$ cat config.mk
export PLATFORM = sky130hd
export DESIGN_NAME = preset_gate_counter
export DESIGN_NICKNAME = d
export VERILOG_FILES = /design/src/rtl/pgc_pkg.sv /design/src/rtl/pgc_sync_edge.sv /design/src/rtl/pgc_preset_reg.sv /design/src/rtl/pgc_core.sv /design/src/rtl/preset_gate_counter.sv
export SDC_FILE = /design/constraint.sdc
export NUM_CORES = 1
export LEC_CHECK = 0
export ABC_CLOCK_PERIOD_IN_PS = 7100
export BUFFER_PORTS_ARGS = -buffer_cell sky130_fd_sc_hd__buf_2
export CORE_MARGIN = 2
export CORE_UTILIZATION = 45
export DETAILED_ROUTE_END_ITERATION = 10
export PLACE_DENSITY = 0.67
export SYNTH_ARGS = -nofsm -noshare
export SYNTH_HDL_FRONTEND = slang
export SYNTH_SLANG_ARGS = --single-unit
$ cat constraint.sdc
create_clock -name clk_i -period 7.1 [get_ports clk_i]
set_clock_uncertainty 0.05 [all_clocks]
set_input_delay 1.065 -clock clk_i [delete_from_list [all_inputs] [get_ports clk_i]]
set_output_delay 1.065 -clock clk_i [all_outputs]
set_load 0.005 [all_outputs]
$ cat src/rtl/pgc_pkg.sv
package pgc_pkg;
  parameter int unsigned CNT_W_DEF   = 32;
  parameter int unsigned SYNC_N_DEF  = 2;
  parameter logic [31:0] PRESET_DEF  = 32'h0098_9680;
endpackage

$ cat src/rtl/pgc_sync_edge.sv
module pgc_sync_edge #(
  parameter int unsigned STAGES = 2
) (
  input  logic clk_i,
  input  logic rst_ni,
  input  logic async_i,
  output logic rise_o
);
  logic [STAGES-1:0] sync_q;
  logic              last_q;

  generate
    for (genvar i = 0; i < STAGES; i++) begin : g_stage
      always_ff @(posedge clk_i or negedge rst_ni) begin
        if (!rst_ni) sync_q[i] <= 1'b0;
        else if (i == 0) sync_q[i] <= async_i;
        else sync_q[i] <= sync_q[(i == 0) ? 0 : i-1];
      end
    end
  endgenerate

  always_ff @(posedge clk_i or negedge rst_ni) begin
    if (!rst_ni) last_q <= 1'b0;
    else         last_q <= sync_q[STAGES-1];
  end

  assign rise_o = sync_q[STAGES-1] & ~last_q;
endmodule

$ cat src/rtl/pgc_preset_reg.sv
module pgc_preset_reg #(
  parameter int unsigned       CNT_W   = 32,
  parameter logic [CNT_W-1:0]  RST_VAL = '0
) (
  input  logic             clk_i,
  input  logic             rst_ni,
  input  logic             we_i,
  input  logic [CNT_W-1:0] d_i,
  output logic [CNT_W-1:0] q_o
);
  always_ff @(posedge clk_i or negedge rst_ni) begin
    if (!rst_ni)   q_o <= RST_VAL;
    else if (we_i) q_o <= d_i;
  end
endmodule

$ cat src/rtl/pgc_core.sv
module pgc_core #(
  parameter int unsigned       CNT_W   = 32,
  parameter logic [CNT_W-1:0]  RST_VAL = '0
) (
  input  logic             clk_i,
  input  logic             rst_ni,
  input  logic             pulse_i,
  input  logic             reload_i,
  input  logic [CNT_W-1:0] preset_i,
  output logic [CNT_W-1:0] count_o,
  output logic             pass_o,
  output logic             zero_o
);
  logic [CNT_W-1:0] cnt_q;
  logic             pass_q;
  logic             take;

  assign zero_o = (cnt_q == '0);
  // reload has priority over a coincident pulse
  assign take   = pulse_i & ~zero_o & ~reload_i;

  always_ff @(posedge clk_i or negedge rst_ni) begin
    if (!rst_ni) begin
      cnt_q  <= RST_VAL;
      pass_q <= 1'b0;
    end else begin
      pass_q <= take;
      if (reload_i)  cnt_q <= preset_i;
      else if (take) cnt_q <= cnt_q - 1'b1;
    end
  end

  assign count_o = cnt_q;
  assign pass_o  = pass_q;
endmodule

$ cat src/rtl/preset_gate_counter.sv
module preset_gate_counter #(
  parameter int unsigned       CNT_W      = pgc_pkg::CNT_W_DEF,
  parameter int unsigned       SYNC_N     = pgc_pkg::SYNC_N_DEF,
  parameter logic [CNT_W-1:0]  PRESET_RST = CNT_W'(pgc_pkg::PRESET_DEF)
) (
  input  logic             clk_i,
  input  logic             rst_ni,
  input  logic             pulse_i,
  input  logic             bus_reload_i,
  input  logic             panel_reload_i,
  input  logic             preset_we_i,
  input  logic [CNT_W-1:0] preset_d_i,
  output logic             pulse_o,
  output logic             done_o,
  output logic [CNT_W-1:0] count_o
);
  logic             panel_rise;
  logic             reload_w;
  logic [CNT_W-1:0] preset_q;

  pgc_sync_edge #(.STAGES(SYNC_N)) u_panel (
    .clk_i  (clk_i),
    .rst_ni (rst_ni),
    .async_i(panel_reload_i),
    .rise_o (panel_rise)
  );

  pgc_preset_reg #(.CNT_W(CNT_W), .RST_VAL(PRESET_RST)) u_preset (
    .clk_i (clk_i),
    .rst_ni(rst_ni),
    .we_i  (preset_we_i),
    .d_i   (preset_d_i),
    .q_o   (preset_q)
  );

  assign reload_w = bus_reload_i | panel_rise;

  pgc_core #(.CNT_W(CNT_W), .RST_VAL(PRESET_RST)) u_core (
    .clk_i   (clk_i),
    .rst_ni  (rst_ni),
    .pulse_i (pulse_i),
    .reload_i(reload_w),
    .preset_i(preset_q),
    .count_o (count_o),
    .pass_o  (pulse_o),
    .zero_o  (done_o)
  );
endmodule

# Word level (Yosys, flattened, before mapping)
# Cells that the tools add are included.
# Widths: inputs -> output; s select.
totals:
  wordCells: 18
  reg_bits: 68
  ramBits: 0
  inputBits: 38
  latchBits: 0
  n_memories: 0
  romBits: 0
  out_inout_bits: 34
op_classes:
  n_mux: 2
  bitwise_logic: 7
  n_reduce_logical: 2
  shift: 0
  n_mul: 0
  n_eq_ne: 0
  order_cmp: 0
  n_addsub: 1
  n_div: 0
op_table:
  columns: ["cell", "count"]
  rows:
  - ["$mux 32", 2]
  - ["$logic_not 32->1", 1]
  - ["$sub 32x1->32 const B", 1]
  - ["$and 1x1->1", 3]
  - ["$not 1->1", 3]
  - ["$reduce_bool 2->1", 1]
  - ["$or 1x1->1", 1]

# Logic depth before layout (Yosys ltp)
# Gate-level depths: netlist of run 1.
logic_depth:
  ltp_word: 7
  depth_mapped: 8
  ltp_nobuf: 7

# Hierarchy
# A second synthesis of run 1 with hierarchy kept.
unflattened:
  hier_cells: 303
  hier_area_um2: 3528.4
by_module_without_submodules:
  columns: ["module", "area_each_um2", "cells_per_inst", "seq_area_each_um2", "n_inst"]
  rows:
  - ["pgc_core", 2078.2, 230, 835.8, 1]
  - ["pgc_preset_reg", 1355.0, 68, 810.8, 1]
  - ["pgc_sync_edge", 88.8, 4, 75.1, 1]
  - ["preset_gate_counter", 6.3, 1, 0.0, 1]

# Worst setup path before layout of run 1
# Ideal clock, no wire load.
synth_path:
  path_type: "flip-flop to output port"
  from: "register u_core.cnt_q[6], in the netlist u_core.count_o[6]"
  to: "output port done_o"
  required_ns: 5.985
  n_path_buf: 1
  arrival_time_ns: 1.911
  setup_slack_ns: 4.074
  stages_incl_launch_ff: 5
  cell_sequence: "dfrtp_1 > or4_4 > or3_4 > nor4_2 > buf_2"
synth_between:
  elab_chain_cells: 1
synth_lines:
  columns: ["item", "line_no", "text"]
  rows:
  - ["start: declaration", "pgc_core.sv:14", "logic [CNT_W-1:0] cnt_q;"]
  - ["start signal: assignment", "pgc_core.sv:28", "if (reload_i) cnt_q <= preset_i;"]
  - ["start signal: assignment", "pgc_core.sv:29", "else if (take) cnt_q <= cnt_q - 1'b1;"]
  - ["$logic_not 32->1", "pgc_core.sv:18", "assign zero_o = (cnt_q == '0);"]
  - ["end: declaration", "preset_gate_counter.sv:14", "output logic done_o,"]
# No other way between the ends.

# Worst setup path in the final report of run 1
layout_path:
  from: "register u_core.cnt_q[4], in the netlist u_core.count_o[4]"
  to: "output port done_o"
# Same word-level chain as after synthesis.

==> flow_summary.json, run 1 <==
{
  "internal_power_w": 0.0006873,
  "cp.arrival_ns": 2.39,
  "drv_slew": 0,
  "ir_drop_v": 0.0001194,
  "die_w_um": 88.96,
  "antenna_found_initial": 0,
  "io_pins": 72,
  "hold_viol": 0,
  "rsz0062_at_grt": "no",
  "grt_max_degree": 69,
  "setup_tns_ns": 0,
  "drt-total-wl_um": 7092,
  "fin_nets": 401,
  "grt-ovfl-total": 0,
  "route.met2.wl_um": 3329,
  "slew_headroom": 0.4159,
  "wl_met1_um": 3310,
  "status": "completed",
  "synth_area_um2": 3248,
  "swShare": 0.2740,
  "antenna_left": 0,
  "num_vias": 2536,
  "ys.flop_type": "dfrtp_1",
  "row_count": 30,
  "grt_pass1_vias": 2415,
  "drt-initial-drc-count": 75,
  "die_h_um": 88.96,
  "clkSlewWorstSetupHoldPaths_ns": 0.07,
  "critPathSlowestCell": "or4_4",
  "fin_crit_ns": 3.508,
  "drive_above_1_share": 0.4087,
  "ys_seq_area_frac": 0.5300,
  "synth_nets": 330,
  "start_kind": "register",
  "pwr-share-seq": 0.511,
  "clock-root-buffer": "clkbuf_8",
  "p_sw_w": 0.0002594,
  "setup_violations": 0,
  "grt_pass1_wl_um": 11380,
  "async_flop_share": 1.000,
  "synthToLayoutAreaGrowth_pct": 20.11,
  "wl_met3_um": 369,
  "fin_util": 0.5649,
  "htree_levels": 3,
  "total_leakage_power_nw": 1.628,
  "clkPwrFrac": 0.343,
  "cts_tree": "built",
  "fillerInstances": 645,
  "post_cts_buffers": 0,
  "place_congestion": 0.8310,
  "max_stage_delay_ns": 0.59,
  "worstPathMaxFanout": 12,
  "first_pass_iters": 4,
  "start_util": 0.4703,
  "hpwl_um": 4897,
  "syn_area_per_cell_um2": 11.16,
  "power-per-cell-area_nw_per_um2": 242.7,
  "ys.warnings.count": 0,
  "finalCritPeriodShare": 0.4941,
  "critPathKind": "register to output port",
  "crit_path_cell_trace": "or4_4 > or3_4 > nor4_2 > buf_4 > buf_2",
  "critPathRequiredTime_ns": 5.98,
  "combPwrFrac": 0.146,
  "worst_pin_slew_ns": 0.8761,
  "clock_latency_ns": 0.35,
  "top_layer_used": "met4",
  "core-area_um2": 6907,
  "diodes": 0,
  "synthDistinctLibCells": 42,
  "avgRoutedWirePerCell_um": 15.32,
  "min_path_type": "register to register",
  "clock_path_buffers": 2,
  "cts_num_sinks": 68,
  "synth_enable_flop_cells": 0,
  "max_cap_violations": 0,
  "synth_cells": 291,
  "routed_via_density": 5.477,
  "endpoint_kind": "output port",
  "cts.repair.resized": 0,
  "ctsHoldBuffers": 0,
  "die-area_um2": 7914,
  "io_buffers": 71,
  "ys_seq_elements": 68,
  "fin_hold_ws_ns": 0.3068,
  "drc_errors": 0,
  "track_usage": 0.1902,
  "cts_made_buffers": 9,
  "clock.fmax_mhz": 285.0
}
==> logic make-up after synthesis <==
kind of cell / after synthesis / synth area share
multiplexers: 34 / 0.1175
XOR/XNOR: 9 / 0.02427
adder cells (fa/ha/maj): 1 / 0.003851
buffers and inverters: 18 / 0.02118
AO/OA/AOI/OAI: 59 / 0.1202
AND/OR/NAND/NOR: 102 / 0.1830
flip-flops: 68 / 0.5300
==> worst max-delay path, delay by kind of cell (launching register included) <==
kind / cells / cell delay [ns]
buf+inv: 2 / 0.34
simple gates: 3 / 1.27
flops: 1 / 0.42
==> stage by stage <==
step                      instances  instance area [µm²]   power, W  setup WS (ns)
after floorplan                 291                 3248  0.0005612          4.074
after global placement          447                 3700  0.0006256          3.946
after detailed placement        447                 3700  0.0006311          3.903
after CTS                       463                 3901  0.0009585          3.584
after global routing            463                 3901  0.0009945          3.469
final                           463                 3901  0.0009467          3.592
==> Yosys cell counts (10+ instances only) <==
| library cell | instances | area share |
|---|---|---|
| dfrtp_1 | 52 | 0.40 |
| mux2_2 | 33 | 0.11 |
| nor2_1 | 22 | 0.025 |
| o21ai_0 | 18 | 0.028 |
| nand2_1 | 17 | 0.020 |
| dfstp_2 | 16 | 0.13 |
| a31oi_1 | 15 | 0.029 |
| or3_1 | 15 | 0.029 |
| clkbuf_1 | 10 | 0.012 |
| nand3_1 | 10 | 0.015 |
| or4_1 | 10 | 0.023 |
==> power by group through the flow <==
stage	logic, W	registers, W	clock network [W]
after floorplan	0.0000790	0.000482	0
after global placement	0.000138	0.000488	0
after detailed placement	0.000141	0.000490	0
after CTS	0.000141	0.000483	0.000334
after global routing	0.000156	0.000491	0.000348
final	0.000138	0.000484	0.000325
==> layout by cell type (no fill, tap or decap), types with 5 or more instances in the layout <==
cell      synthesis  layout
a31oi_1          15      15
o31ai_1           7       7
dfrtp_1          52      52
or4_1            10      10
mux2_2           33      33
dfstp_2          16      16
xor2_1            7       7
nand2_1          17      17
nand3_1          10      10
or3_1            15      15
o21ai_0          18      18
buf_2             1      71
clkbuf_8          0      11
o211ai_1          5       5
nor3_1            7       7
nor2_1           22      22
==> sequential cells by signal, indices dropped and copies added (netlist names) <==
register,count
u_core.count_o,32
u_core.pass_o,1
u_panel.last_q,1
u_panel.sync_q,2
u_preset.q_o,32
==> layer usage <==
metal  vias up  global-route usage
met4         0             0.07327
li1       1226                   -
met2        57              0.2958
met1      1245              0.2537
met3         8             0.05540
met5         -                   0
==> final cells by class <==
| type | instances | area (µm²) | share of cell area |
|---|---|---|---|
| Tap cell | 96 | 120.1 | 0.03079 |
| Sequential cell | 68 | 1722 | 0.4413 |
| Multi-Input combinational cell | 205 | 1461 | 0.3746 |
| Clock inverter | 5 | 50.05 | 0.01283 |
| Timing Repair Buffer | 75 | 385.4 | 0.09878 |
| Inverter | 3 | 11.26 | 0.002886 |
| Clock buffer | 11 | 151.4 | 0.03881 |
==> path summary, 6_finish.rpt <==
| check | start | end | slack (ns) | cells after the start |
|---|---|---|---|---|
| min in group asynchronous | rst_ni | u_panel.last_q | 0.84 | 2 |
| max in group asynchronous | rst_ni | u_core.count_o[1] | 5.58 | 2 |
| setup reg to reg | u_core.count_o[14] | u_core.count_o[13] | 4.42 | 6 |
| hold / removal | u_panel.sync_q[0] | u_panel.sync_q[1] | 0.31 | 0 |
| hold reg to reg | u_panel.sync_q[0] | u_panel.sync_q[1] | 0.31 | 0 |
| setup / recovery | u_core.count_o[4] | done_o | 3.59 | 5 |
(Power assumes the default switching activity.)
==> inputs of run 2 (changes only) <==
- ABC_CLOCK_PERIOD_IN_PS: 7100 -> 3100
- PLACE_DENSITY: 0.67 -> 0.7
- clock period: 7.1 -> 3.1 ns (I/O delays scaled with it)
==> run 2 against run 1 <==
Net effect: cell count increased by 0.86%; setup slack got worse by 3.4 ns; flip-flop and latch count unchanged; final area increased by 0.29%; highest routed layer unchanged.
==> flow_summary.json, run 2 (synthesis results as in run 1) <==
{
  "clock-root-buffer": "clkbuf_8",
  "setup_tns_ns": 0,
  "drive_above_1_share": 0.4070,
  "max_stage_delay_ns": 0.59,
  "critPathRequiredTime_ns": 2.58,
  "grt_pass1_wl_um": 12080,
  "cp.arrival_ns": 2.37,
  "fin_total_pwr_w": 0.002095,
  "finalCritPeriodShare": 0.9317,
  "fin_nets": 405,
  "antenna_found_initial": 0,
  "core-area_um2": 6907,
  "htree_levels": 3,
  "routed_via_density": 5.567,
  "power-per-cell-area_nw_per_um2": 535.4,
  "drc_errors": 0,
  "io_pins": 72,
  "critPathSlowestCell": "or4_4",
  "drt-initial-drc-count": 120,
  "antenna_left": 0,
  "final_cell_mix": "buf_2, dfrtp_1, mux2_2, nor2_1, o21ai_0",
  "crit_path_cell_trace": "or4_4 > or3_4 > nor4_2 > buf_2",
  "num_vias": 2600,
  "grt_max_degree": 41,
  "fin_crit_ns": 2.888,
  "die_h_um": 88.96,
  "drv_slew": 0,
  "diodes": 0,
  "route.met2.wl_um": 3492,
  "die_w_um": 88.96,
  "grt_pass1_vias": 2454,
  "endpoint_kind": "output port",
  "synthToLayoutAreaGrowth_pct": 20.45,
  "clock_path_buffers": 2,
  "fin_ws_ns": 0.2116,
  "crit_family": "simple AND/OR/NAND/NOR gates",
  "start_kind": "register",
  "post-place-ws_ns": 0.2808,
  "clkSlewWorstSetupHoldPaths_ns": 0.08,
  "clock_latency_ns": 0.34,
  "critPathKind": "register to output port",
  "hold_viol": 0,
  "wl_met1_um": 3306,
  "min_path_type": "input pin to register",
  "die-area_um2": 7914,
  "top_layer_used": "met4",
  "worst_pin_slew_ns": 0.8676,
  "cts_num_sinks": 68,
  "grt-ovfl-total": 0,
  "avgRoutedWirePerCell_um": 15.84,
  "io_buffers": 71,
  "final_common_cell": "buf_2",
  "max_cap_violations": 0,
  "cts_made_buffers": 9,
  "track_usage": 0.2025,
  "first_pass_iters": 4,
  "drt-total-wl_um": 7398,
  "start_util": 0.4703,
  "total_leakage_power_nw": 1.626,
  "status": "completed",
  "place_congestion": 0.7929,
  "worstPathMaxFanout": 6,
  "hpwl_um": 5232,
  "cts_tree": "built",
  "ir_drop_v": 0.0003902,
  "setup_violations": 0,
  "wl_met3_um": 462,
  "row_count": 30,
  "rsz0062_at_grt": "no",
  "slew_headroom": 0.4216,
  "path_buf_inv": 1,
  "clock.fmax_mhz": 346.2
}
## run 2: worst paths after layout
path	from	endpoint	slack, ns	cells after the start
min reg2reg	u_panel.sync_q[0]	u_panel.sync_q[1]	0.30	0
max reg2reg	u_core.count_o[4]	u_core.count_o[8]	0.48	5
max	u_core.count_o[4]	done_o	0.21	4
min in group asynchronous	rst_ni	u_preset.q_o[8]	0.52	2
min	panel_reload_i	u_panel.sync_q[0]	0.18	1
max in group asynchronous	rst_ni	u_core.count_o[7]	1.74	3
## run 2: what timing repair did
| item | in CTS | in global routing |
|---|---|---|
| buffers inserted | 0 | 0 |
| setup endpoints to repair | 0 | 2 |
| resized for setup | 0 | 1 |
| endpoints found under the hold margin | 11 | 0 |
| hold buffers | 1 | 0 |
## run 2: cell type report
class	instances	area, µm²
clock buffers	14	162.7
clock inverters	2	12.51
fillers	667	2994
inverters	3	11.26
multi-input cells	205	1466
flip-flops and latches	68	1722
well taps	96	120.1
repair buffers	79	417.9
## run 2: per-layer routing
metal  track usage  up-vias
met4       0.08412        0
met1        0.2738     1267
met5             0        -
met3       0.04432       13
li1              -     1239
met2        0.3182       81
## run 2: power by group
group	switching, W	total (W)	leakage [nW]	internal [W]
Clock	0.000327	0.000661	0.0867	0.000334
Combinational	0.000163	0.000325	0.762	0.000162
Sequential	0.000102	0.00111	0.777	0.00101
## run 2: per-stage QoR
step | utilization | cells | area [µm²] | hold WS, ns
after detailed placement | 0.5389 | 450 | 3722 | 0.2934
after global routing | 0.5665 | 467 | 3913 | 0.1689
after floorplan | - | 291 | 3248 | 0.1194
final | 0.5665 | 467 | 3913 | 0.1804
after CTS | 0.5658 | 467 | 3908 | 0.1643
after global placement | 0.5389 | 450 | 3722 | 0.2882
